`src/rtl/cbd_pkg.sv`:
```
package cbd_pkg;

    typedef enum logic [1:0] {
        ST_IDLE = 2'd0,
        ST_SEND = 2'd1,
        ST_FILL = 2'd2,
        ST_EMIT = 2'd3
    } cbd_state_e;

endpackage

```
`src/rtl/cbd_gather.sv`:
```
module cbd_gather #(
    parameter int GROUP_BYTES = 3,
    localparam int GROUP_W = 8 * GROUP_BYTES,
    localparam int CNT_W = $clog2(GROUP_BYTES + 1)
) (
    input  logic               clk,
    input  logic               rst_n,
    input  logic               push_i,
    input  logic [7:0]         byte_i,
    input  logic               clear_i,
    output logic [GROUP_W-1:0] group_o,
    output logic               fill_done_o
);

    typedef struct packed {
        logic [GROUP_W-1:0] data;
        logic [CNT_W-1:0]   cnt;
    } gather_regs_t;

    gather_regs_t regs_d, regs_q;

    always_comb begin
        regs_d = regs_q;
        if (clear_i) begin
            regs_d.cnt = '0;
        end else if (push_i) begin
            // newest byte enters at the top: oldest byte ends in bits [7:0]
            regs_d.data = {byte_i, regs_q.data[GROUP_W-1:8]};
            regs_d.cnt  = regs_q.cnt + CNT_W'(1);
        end
    end

    always_ff @(posedge clk or negedge rst_n) begin
        if (!rst_n) begin
            regs_q <= '0;
        end else begin
            regs_q <= regs_d;
        end
    end

    assign group_o     = regs_q.data;
    assign fill_done_o = push_i && (regs_q.cnt == CNT_W'(GROUP_BYTES - 1));


    no_overfill_chk: assert property (@(posedge clk) disable iff (!rst_n)
        push_i |-> (regs_q.cnt < CNT_W'(GROUP_BYTES)));

endmodule

```
`src/rtl/cbd_lane.sv`:
```
module cbd_lane #(
    parameter int ETA = 3,
    parameter int CW  = 12,
    parameter int Q   = 3329,
    localparam int BPC     = 2 * ETA,
    localparam int GROUP_W = 8 * ETA,
    localparam int LANES   = GROUP_W / BPC,
    localparam int LANE_W  = $clog2(LANES)
) (
    input  logic [GROUP_W-1:0] group_i,
    input  logic [LANE_W-1:0]  lane_i,
    output logic [CW-1:0]      signed_o,
    output logic [CW-1:0]      modq_o
);

    logic [CW-1:0] lane_val [LANES];

    for (genvar l = 0; l < LANES; l++) begin : g_lane
        logic [CW-1:0] pos_cnt, neg_cnt;
        always_comb begin
            pos_cnt = '0;
            neg_cnt = '0;
            for (int b = 0; b < ETA; b++) begin
                pos_cnt = pos_cnt + CW'(group_i[l*BPC + b]);
                neg_cnt = neg_cnt + CW'(group_i[l*BPC + ETA + b]);
            end
        end
        assign lane_val[l] = pos_cnt - neg_cnt;
    end

    assign signed_o = lane_val[lane_i];
    assign modq_o   = signed_o[CW-1] ? (signed_o + CW'(Q)) : signed_o;

endmodule

```
`src/rtl/cbd_noise_sampler.sv`:
```
module cbd_noise_sampler
    import cbd_pkg::*;
#(
    parameter int ETA     = 3,
    parameter int N       = 256,
    parameter int Q       = 3329,
    parameter int CW      = 12,
    parameter int SEED_W  = 256,
    parameter int NONCE_W = 8,
    localparam int BPC     = 2 * ETA,
    localparam int GROUP_B = ETA,
    localparam int LANES   = (8 * ETA) / BPC,
    localparam int LANE_W  = $clog2(LANES),
    localparam int CNT_W   = $clog2(N),
    localparam int MSG_W   = SEED_W + NONCE_W
) (
    input  logic               clk,
    input  logic               rst_n,
    input  logic               req_valid_i,
    output logic               req_ready_o,
    input  logic [SEED_W-1:0]  req_seed_i,
    input  logic [NONCE_W-1:0] req_nonce_i,
    output logic               msg_valid_o,
    input  logic               msg_ready_i,
    output logic [MSG_W-1:0]   msg_data_o,
    input  logic               rnd_valid_i,
    output logic               rnd_ready_o,
    input  logic [7:0]         rnd_byte_i,
    output logic               cf_valid_o,
    input  logic               cf_ready_i,
    output logic [CW-1:0]      cf_signed_o,
    output logic [CW-1:0]      cf_modq_o,
    output logic               cf_last_o
);

    typedef struct packed {
        cbd_state_e          st;
        logic [SEED_W-1:0]   seed;
        logic [NONCE_W-1:0]  nonce;
        logic [CNT_W-1:0]    cnt;
        logic [LANE_W-1:0]   lane;
    } top_regs_t;

    top_regs_t regs_d, regs_q;

    logic                 push, fill_done, group_end, cf_take;
    logic [8*ETA-1:0]     group;

    assign req_ready_o = (regs_q.st == ST_IDLE);
    assign msg_valid_o = (regs_q.st == ST_SEND);
    assign rnd_ready_o = (regs_q.st == ST_FILL);
    assign cf_valid_o  = (regs_q.st == ST_EMIT);
    assign msg_data_o  = {regs_q.nonce, regs_q.seed};
    assign cf_last_o   = cf_valid_o && (regs_q.cnt == CNT_W'(N - 1));

    assign push      = rnd_valid_i && rnd_ready_o;
    assign cf_take   = cf_valid_o && cf_ready_i;
    assign group_end = cf_take && (regs_q.lane == LANE_W'(LANES - 1));

    always_comb begin
        regs_d = regs_q;
        unique case (regs_q.st)
            ST_IDLE: if (req_valid_i) begin
                regs_d.seed  = req_seed_i;
                regs_d.nonce = req_nonce_i;
                regs_d.st    = ST_SEND;
            end
            ST_SEND: if (msg_ready_i) begin
                regs_d.cnt  = '0;
                regs_d.lane = '0;
                regs_d.st   = ST_FILL;
            end
            ST_FILL: if (fill_done) begin
                regs_d.st = ST_EMIT;
            end
            ST_EMIT: if (cf_take) begin
                regs_d.cnt  = regs_q.cnt + CNT_W'(1);
                regs_d.lane = regs_q.lane + LANE_W'(1);
                if (group_end) begin
                    regs_d.lane = '0;
                    regs_d.st   = cf_last_o ? ST_IDLE : ST_FILL;
                end
            end
            default: regs_d.st = ST_IDLE;
        endcase
    end

    always_ff @(posedge clk or negedge rst_n) begin
        if (!rst_n) begin
            regs_q <= '0;
        end else begin
            regs_q <= regs_d;
        end
    end

    cbd_gather #(.GROUP_BYTES(GROUP_B)) u_gather (
        .clk         (clk),
        .rst_n       (rst_n),
        .push_i      (push),
        .byte_i      (rnd_byte_i),
        .clear_i     (group_end),
        .group_o     (group),
        .fill_done_o (fill_done)
    );

    cbd_lane #(.ETA(ETA), .CW(CW), .Q(Q)) u_lane (
        .group_i  (group),
        .lane_i   (regs_q.lane),
        .signed_o (cf_signed_o),
        .modq_o   (cf_modq_o)
    );

    // independent count of coefficient handshakes since request acceptance
    logic [CNT_W:0] hs_cnt_q;
    always_ff @(posedge clk or negedge rst_n) begin
        if (!rst_n) begin
            hs_cnt_q <= '0;
        end else if (req_valid_i && req_ready_o) begin
            hs_cnt_q <= '0;
        end else if (cf_take) begin
            hs_cnt_q <= hs_cnt_q + (CNT_W + 1)'(1);
        end
    end


    range_chk: assert property (@(posedge clk) disable iff (!rst_n)
        cf_valid_o |-> ($signed(cf_signed_o) >= -ETA) && ($signed(cf_signed_o) <= ETA));


    modq_band_chk: assert property (@(posedge clk) disable iff (!rst_n)
        cf_valid_o |-> (cf_modq_o < CW'(Q)) &&
                       ((cf_modq_o <= CW'(ETA)) || (cf_modq_o >= CW'(Q - ETA))));


    cf_hold_chk: assert property (@(posedge clk) disable iff (!rst_n)
        cf_valid_o && !cf_ready_i |=> cf_valid_o && $stable(cf_signed_o) &&
                                      $stable(cf_modq_o) && $stable(cf_last_o));


    no_take_chk: assert property (@(posedge clk) disable iff (!rst_n)
        cf_valid_o |-> !rnd_ready_o);


    msg_hold_chk: assert property (@(posedge clk) disable iff (!rst_n)
        msg_valid_o && !msg_ready_i |=> msg_valid_o && $stable(msg_data_o));


    msg_first_chk: assert property (@(posedge clk) disable iff (!rst_n)
        msg_valid_o |-> !rnd_ready_o);


    busy_chk: assert property (@(posedge clk) disable iff (!rst_n)
        req_ready_o |-> !(msg_valid_o || rnd_ready_o || cf_valid_o));


    last_pos_chk: assert property (@(posedge clk) disable iff (!rst_n)
        cf_valid_o |-> (cf_last_o == (hs_cnt_q == (CNT_W + 1)'(N - 1))));

endmodule

```
`config.mk`:
```
export PLATFORM = sky130hd
export DESIGN_NAME = cbd_noise_sampler
export DESIGN_NICKNAME = d
export VERILOG_FILES = /design/src/rtl/cbd_pkg.sv /design/src/rtl/cbd_gather.sv /design/src/rtl/cbd_lane.sv /design/src/rtl/cbd_noise_sampler.sv
export SDC_FILE = /design/constraint.sdc
export NUM_CORES = 1
export LEC_CHECK = 0
export ABC_AREA = 0
export BUFFER_PORTS_ARGS = -buffer_cell sky130_fd_sc_hd__buf_2
export CAP_MARGIN = 15
export CORE_AREA = 3 3 219 221
export DETAILED_ROUTE_END_ITERATION = 8
export DIE_AREA = 0 0 222 224
export PLACE_DENSITY_LB_ADDON = 0.08
export SYNTH_ARGS = -nofsm -noshare
export SYNTH_HDL_FRONTEND = slang
export SYNTH_SLANG_ARGS = --single-unit
```
`constraint.sdc`:
```
create_clock -name clk -period 3.5 [get_ports clk]
set_clock_uncertainty 0.2 [all_clocks]
set_input_delay 0.7 -clock clk [delete_from_list [all_inputs] [get_ports clk]]
set_output_delay 0.7 -clock clk [all_outputs]
set_load 0.01 [all_outputs]
```
==> metrics, run 1 <==
Post-Place Cells=approximately 1900; Post-DP HPWL=about 30000 um; Cell variety after synth=34; Hold Crit Class=input port to register; Mapped Cells=between 1000 and 1500; Post-Route Utilization=between 30% and 40%; Post-route DRC=0; met1 wire length=roughly 15000 um; clock latency on the worst-skew pair=between 500 and 600 ps; largest stage delay on the critical path=about 590 ps; fmax=between 0.2 and 0.25 GHz; routability congestion estimate=between 0.7 and 0.8; Sw Pwr=between 6000 and 7000 uW; vias in the first global route=slightly below 9000; die height=224 um; Crit Path Class=register to output pin; Slowest-stage cell, CP=fa_1; CTS sink cnt=between 300 and 400; Area Overhead vs Synth=21.42%; Pint=11540 uW; Setup crit start kind=register; Design Area, Final=0.01720 mm2; Worst Path Arrival=roughly 3300 ps; Mean Syn Cell Area=about 14 um2; Max-cap violations=0; yosys warns=0; Peak VDD IR=approximately 2.3 mV; CP delay by family, top=adder cells; chip width=around 220 um; DP Worst Slack=-174.7 ps; initial DRC count=247; Critical Path, Cell by Cell=fa_1 -> ha_2 -> inv_2 -> fa_2 -> mux4_2 -> ha_4 -> mux2_4 -> buf_6; Worst-path clk slew=around 60 ps; layout cells sized above 1=about half; slack of the critical path=-688.7 ps; die area=~0.050 mm2; Num CTS Buffers=38; GR Util All Layers=between 10 and 15%; Final Hold Viols=0; register area share after synthesis=a little over half; fin. max-slew vios=0; post-synthesis register bit count=between 300 and 400; Crit. End Element=output pin; pin count of the biggest net entering global routing=65; synthesized area=approximately 0.014 mm2; PortBufs=about 570; Worst slew margin=55.54%; Core ar.=approximately 0.046 mm2; highest net fanout along the worst path=2; setup TNS=-9814 ps; Clock power frac=a little over a fifth; antenna-violating nets left=0; Pwr Density=1037 mW/mm2; Clock Root Buffer=clkbuf_16; antenna violations before repair=6; Wirelength per Cell=about 19 um; routed vias=between 8000 and 9000; first-pass GRT wire length=between 50000 and 60000 um; leak pwr=roughly 0.0087 uW; status=finished, violations left; row count=slightly below 80; Worst-Margin Slew=approximately 660 ps; Final nets=around 1700; Max Root-Sink Buffers=3; buffers plus inverters on the worst setup path=2; IO Pins=571; metal2 WL=about 19000 um; Sw Share=35.28%; sequential power share=33.4%; detailed-routed wire length on met3=between 2000 and 3000 um; Final setup viols=22; Initial Util=30.56%; drt pass-1 iters=4; final cycle utilization of the critical path=119.7%; syn nets=around 1300; Top Layer Used=met5; CTS tree=yes; most frequent cells in the layout=buf_2, dfrtp_1, mux2_1; CP Data Required Time=between 2000 and 3000 ps; H-tree depth=2; crit path time final=4189 ps; Comb pwr share=approximately 45%; failing checks=setup timing; total gr overflow=0; Via density=around 4.2; Non-Filler Instances=~2000; most common cell after layout, fill and taps aside=buf_2; RSZ-0062 raised after global routing=yes; DRT Wirelength=around 38000 um; DP Area=roughly 0.016 mm2
[cells in the mapped netlist (all sizes together)]
master / number / area [um2]
a211oi: 2 / 15.01
mux2i: 5 / 50.05
nand4: 4 / 25.02
nor2: 2 / 7.510
or3: 1 / 6.260
nand2: 17 / 63.81
inv: 30 / 112.6
nand3: 12 / 60.06
ha: 8 / 100.1
and2: 1 / 8.760
o211ai: 1 / 7.510
a21oi: 3 / 15.01
a2111oi: 1 / 15.01
mux2: 283 / 3187
a21boi: 1 / 7.510
clkbuf: 5 / 18.77
mux4: 2 / 45.04
buf: 312 / 2444
conb: 1 / 3.750
o31ai: 2 / 15.01
nand2b: 2 / 12.51
a311oi: 1 / 8.760
nand3b: 2 / 15.01
fa: 12 / 240.2
o21ai: 14 / 70.07
nor2b: 4 / 25.02
dfrtp: 302 / 7557
xor2: 1 / 8.760
xnor2: 1 / 8.760
nand4b: 1 / 8.760
nor3: 1 / 5.000
[worst paths after layout]
path                                 startpoint         endpoint  slack (ps)  cells past startpoint
max in group asynchronous                 rst_n  msg_data_o[216]        1670                      4
hold / removal                      msg_ready_i        regs_q[4]         180                      2
min in group asynchronous                 rst_n  msg_data_o[262]         520                      2
hold reg to reg                 msg_data_o[140]  msg_data_o[140]         280                      1
setup reg to reg                    regs_q[275]   msg_data_o[24]        1140                      5
setup / recovery           u_gather.group_o[17]     cf_modq_o[1]        -690                      8
[metrics by stage]
step | hold slack [ps] | power, uW
6_report | 176.1 | 17830
3_3_place_gp | 262.4 | 13140
5_1_grt | 138.8 | 19050
4_1_cts | 128.0 | 17800
2_1_floorplan | 204.4 | 12070
3_5_place_dp | 269.1 | 13190
[cell type report]
class	instances	area, um2
Inverter	30	125.1
Antenna cell	2	5.005
Multi-Input combinational cell	385	4088
Fill cell	4612	29160
Tap cell	607	759.5
Timing Repair inverter	1	16.27
Sequential cell	302	7557
Clock buffer	59	1174
Clock inverter	4	51.30
Timing Repair Buffer	608	3426
[per-layer routing]
| layer | track usage [%] | vias to the layer above |
|---|---|---|
| met2 | 25.90 | 313 |
| met3 | 5.294 | 59 |
| met1 | 17.12 | 4191 |
| met4 | 3.798 | 10 |
| li1 | - | 3855 |
| met5 | 0 | - |
[power groups by stage]
stage          clock network (uW)  logic (uW)  registers, uW
2_1_floorplan                   0        6260           5810
3_3_place_gp                    0        7160           5980
3_5_place_dp                    0        7160           6030
4_1_cts                      3990        7830           5980
5_1_grt                      4130        8730           6190
6_report                     3830        8050           5950
[cell families after synthesis]
group | share of synthesized area, %
AOI/OAI and AO/OA | 1.086
xor gates and xnor gates | 0.1237
adders and majority gates | 2.402
buffers and inverters | 18.18
DFF | 53.34
muxes | 23.17
other | 0.02647
and+or+nand+nor | 1.678
[registers in the layout, indices dropped and copies added (netlist names)]
signal            cells
msg_data_o          264
u_gather.group_o     24
regs_q               12
u_gather.regs_q       2
[repair_timing]
action / 4_1_cts / 5_1_grt
hold endpoints to repair: 59 / 0
setup endpoints to repair: 22 / 22
pin swaps: 3 / 1
hold buffers: 1 / 0
buffers inserted: 2 / 2
resized for setup: 26 / 15
cloned: 1 / 0
No activity file was read; power rests on OpenSTA's default activity.
==> run 2: changes to the inputs <==
==> constraint.sdc (replaced) <==
create_clock -name clk -period 3.5 [get_ports clk]
set_clock_uncertainty 0.2 [all_clocks]
set_input_delay 0.175 -clock clk [delete_from_list [all_inputs] [get_ports clk]]
set_output_delay 0.175 -clock clk [all_outputs]
set_load 0.01 [all_outputs]
==> metrics, run 2 (synthesis results as in run 1) <==
status=finished, violations left; failing checks=setup timing; sequential power share=34.5% (+1.1 points); die height=224 um (unchanged); antenna violations before repair=3 (-3); first-pass GRT wire length=61290 um (+9.2%); Pint=11140 uW (-3.4%); leak pwr=0.009775 uW (+12%); Sw Share=35.47% (+0.18 points); CTS tree=yes; PortBufs=569 (unchanged); Setup crit start kind=register; Clock Root Buffer=clkbuf_16; CTS sink cnt=302 (unchanged); Pwr Density=874.9 mW/mm2 (-16%); Num CTS Buffers=38 (unchanged); H-tree depth=2 (unchanged); fmax=0.2724 GHz (+14%); WHS Endpoint=msg_data_o[27]; Worst slew margin=32.27% (-23 points); worst r2r path cells=5 (unchanged); CP Data Required Time=3120 ps (+520 ps); RSZ-0062 raised after global routing=yes; Reg area=0.007557 mm2 (unchanged); initial DRC count=291 (+18%); Worst Path Arrival=3300 ps (about the same); routed vias=9361 (+11%); Comb pwr share=42.8% (-2.3 points); Worst-Margin Slew=1013 ps (+347.7 ps); Non-Filler Instances=2265 (+13%); layout cells sized above 1=40.30% (-9.1 points); Crit. End Element=output pin; Crit Path Class=register to output pin; Core ar.=0.04636 mm2 (unchanged); Final nets=1927 (+16%); most frequent cells in the layout=buf_2, dfrtp_1, dlygate4sd3_1; Clock power frac=22.7% (+1.2 points); Cells on Worst Hold Path=3 (+1); HP Start=req_seed_i[27]; Worst R2R Setup Slack=1040 ps (-100 ps); highest net fanout along the worst path=2 (unchanged); largest stage delay on the critical path=550 ps (-40 ps); Initial Util=30.56% (unchanged); crit path time final=3671 ps (-517.5 ps); Post-DP HPWL=29430 um (-0.12%); routability congestion estimate=0.7308 (-5.1%); Post-route DRC=0 (unchanged); multi-input logic area=0.004068 mm2 (-0.49%); fin. max-slew vios=0 (unchanged); Post-Place Cells=1913 (-0.73%); die area=0.04973 mm2 (unchanged); Hold Crit Class=input port to register; Fillers=4446 (-3.6%); row count=79 (unchanged); Max-cap violations=0 (unchanged); Via density=4.133 (-2.0%); antenna-violating nets left=0 (unchanged); DRT Wirelength=39760 um (+5.3%); slack of the critical path=-171.2 ps (+517.5 ps); Critical Path, Cell by Cell=inv_1 -> fa_1 -> ha_2 -> inv_2 -> fa_1 -> mux4_2 -> ha_4 -> mux2_4 -> buf_6; Final Hold Viols=0 (unchanged); IO Pins=571 (unchanged); Wirelength per Cell=17.55 um (-7.1%); chip width=222 um (unchanged); Area Overhead vs Synth=39.29%; CP delay by family, top=adder cells; pin count of the biggest net entering global routing=73 (+12%); final cycle utilization of the critical path=104.9% (-15 points); Largest register FFs=264 (unchanged); Max Root-Sink Buffers=3 (unchanged); Crit path top cell by count=fa_1; Peak VDD IR=1.299 mV (-43%); GR Util All Layers=15.78% (+1.1 points); clock latency on the worst-skew pair=530 ps (about the same); total gr overflow=0 (unchanged); most common cell after layout, fill and taps aside=buf_2; Hold WS=190.1 ps (+14.00 ps); buffers plus inverters on the worst setup path=3 (+1); reg-to-reg endpoint=regs_q[274]; vias in the first global route=10290 (+17%); Slowest-stage cell, CP=fa_1; Sw Pwr=6124 uW (-2.7%); Worst-path clk slew=60 ps (about the same); drt pass-1 iters=4 (unchanged); RR Startpoint=regs_q[275]; Final setup viols=5 (-77%)
-- run 2: cell types whose count changed in the layout (fill, tap and decap cells not counted), moves of 2 or more --
cell and delta:
fa_2 -2, dlygate4sd3_1 +280, buf_4 -12, clkinv_2 +3
clkinv_8 -2, buf_12 -3, fa_1 +2, buf_2 +16
buf_6 -17
-- run 2: layer usage --
| metal | GRT usage [%] | routed length, um | vias up |
|---|---|---|---|
| met1 | 18.80 | 15790 | 4582 |
| met5 | 0 | 0 | - |
| li1 | - | - | 4382 |
| met2 | 27.44 | 20140 | 336 |
| met4 | 5.841 | 1183 | 0 |
| met3 | 4.233 | 2653 | 61 |
-- run 2: how the worst max path moves through the flow --
stage | start | endpoint | slack [ps] | cells after the start
final | u_gather.group_o[12] | cf_modq_o[1] | -170 | 9
after global routing | u_gather.group_o[18] | cf_modq_o[1] | -290 | 9
after CTS | u_gather.group_o[17] | cf_modq_o[1] | -260 | 8
after detailed placement | u_gather.group_o[15] | cf_modq_o[1] | 260 | 8
after global placement | u_gather.group_o[15] | cf_modq_o[1] | 290 | 8
after floorplan | u_gather.group_o[21] | cf_modq_o[4] | 440 | 8
-- run 2: cell type report --
cell class	instances	area share, %
clock inverter	7	0.4502
inverter	30	0.5706
clock buffer	59	5.947
tap	607	3.849
antenna	3	0.03804
multi-input combinational	385	20.61
timing repair buffer	872	30.24
sequential	302	38.30
-- run 2: stage by stage --
stage	cell area (um2)	setup WS, ps	utilization (%)	TNS [ps]	total power [uW]
detailed placement	15600	260.7	33.65	0	12860
floorplan	14170	437.3	-	0	11920
global route	19730	-293.1	42.57	-1416	18510
finish	19730	-171.2	42.57	-279.4	17270
CTS	19710	-263.2	42.52	-1433	17530
global placement	15600	291.6	33.65	0	12820
-- run 2: power groups by stage --
stage | logic [uW] | registers [uW] | clock network, uW
after CTS | 7450 | 5970 | 4110
after floorplan | 6120 | 5810 | 0
after detailed placement | 6840 | 6020 | 0
after global placement | 6830 | 5980 | 0
final | 7390 | 5960 | 3920
after global routing | 8090 | 6190 | 4230
-- run 2: worst register-to-register path, stage by stage, from the launching register on --
cell	delay (ps)
dfrtp_1	610
nor2b_1	100
a311oi_1	250
dlygate4sd3_1	580
a21oi_1	40
dlygate4sd3_1	570
-- run 2: timing repair --
item                                    4_1_cts  5_1_grt
setup buffers                                 2        0
pin swaps                                     3        1
gates resized for setup                       5        6
hold buffers                                281        0
endpoints found under the setup margin        8       21
endpoints found under the hold margin       582        0
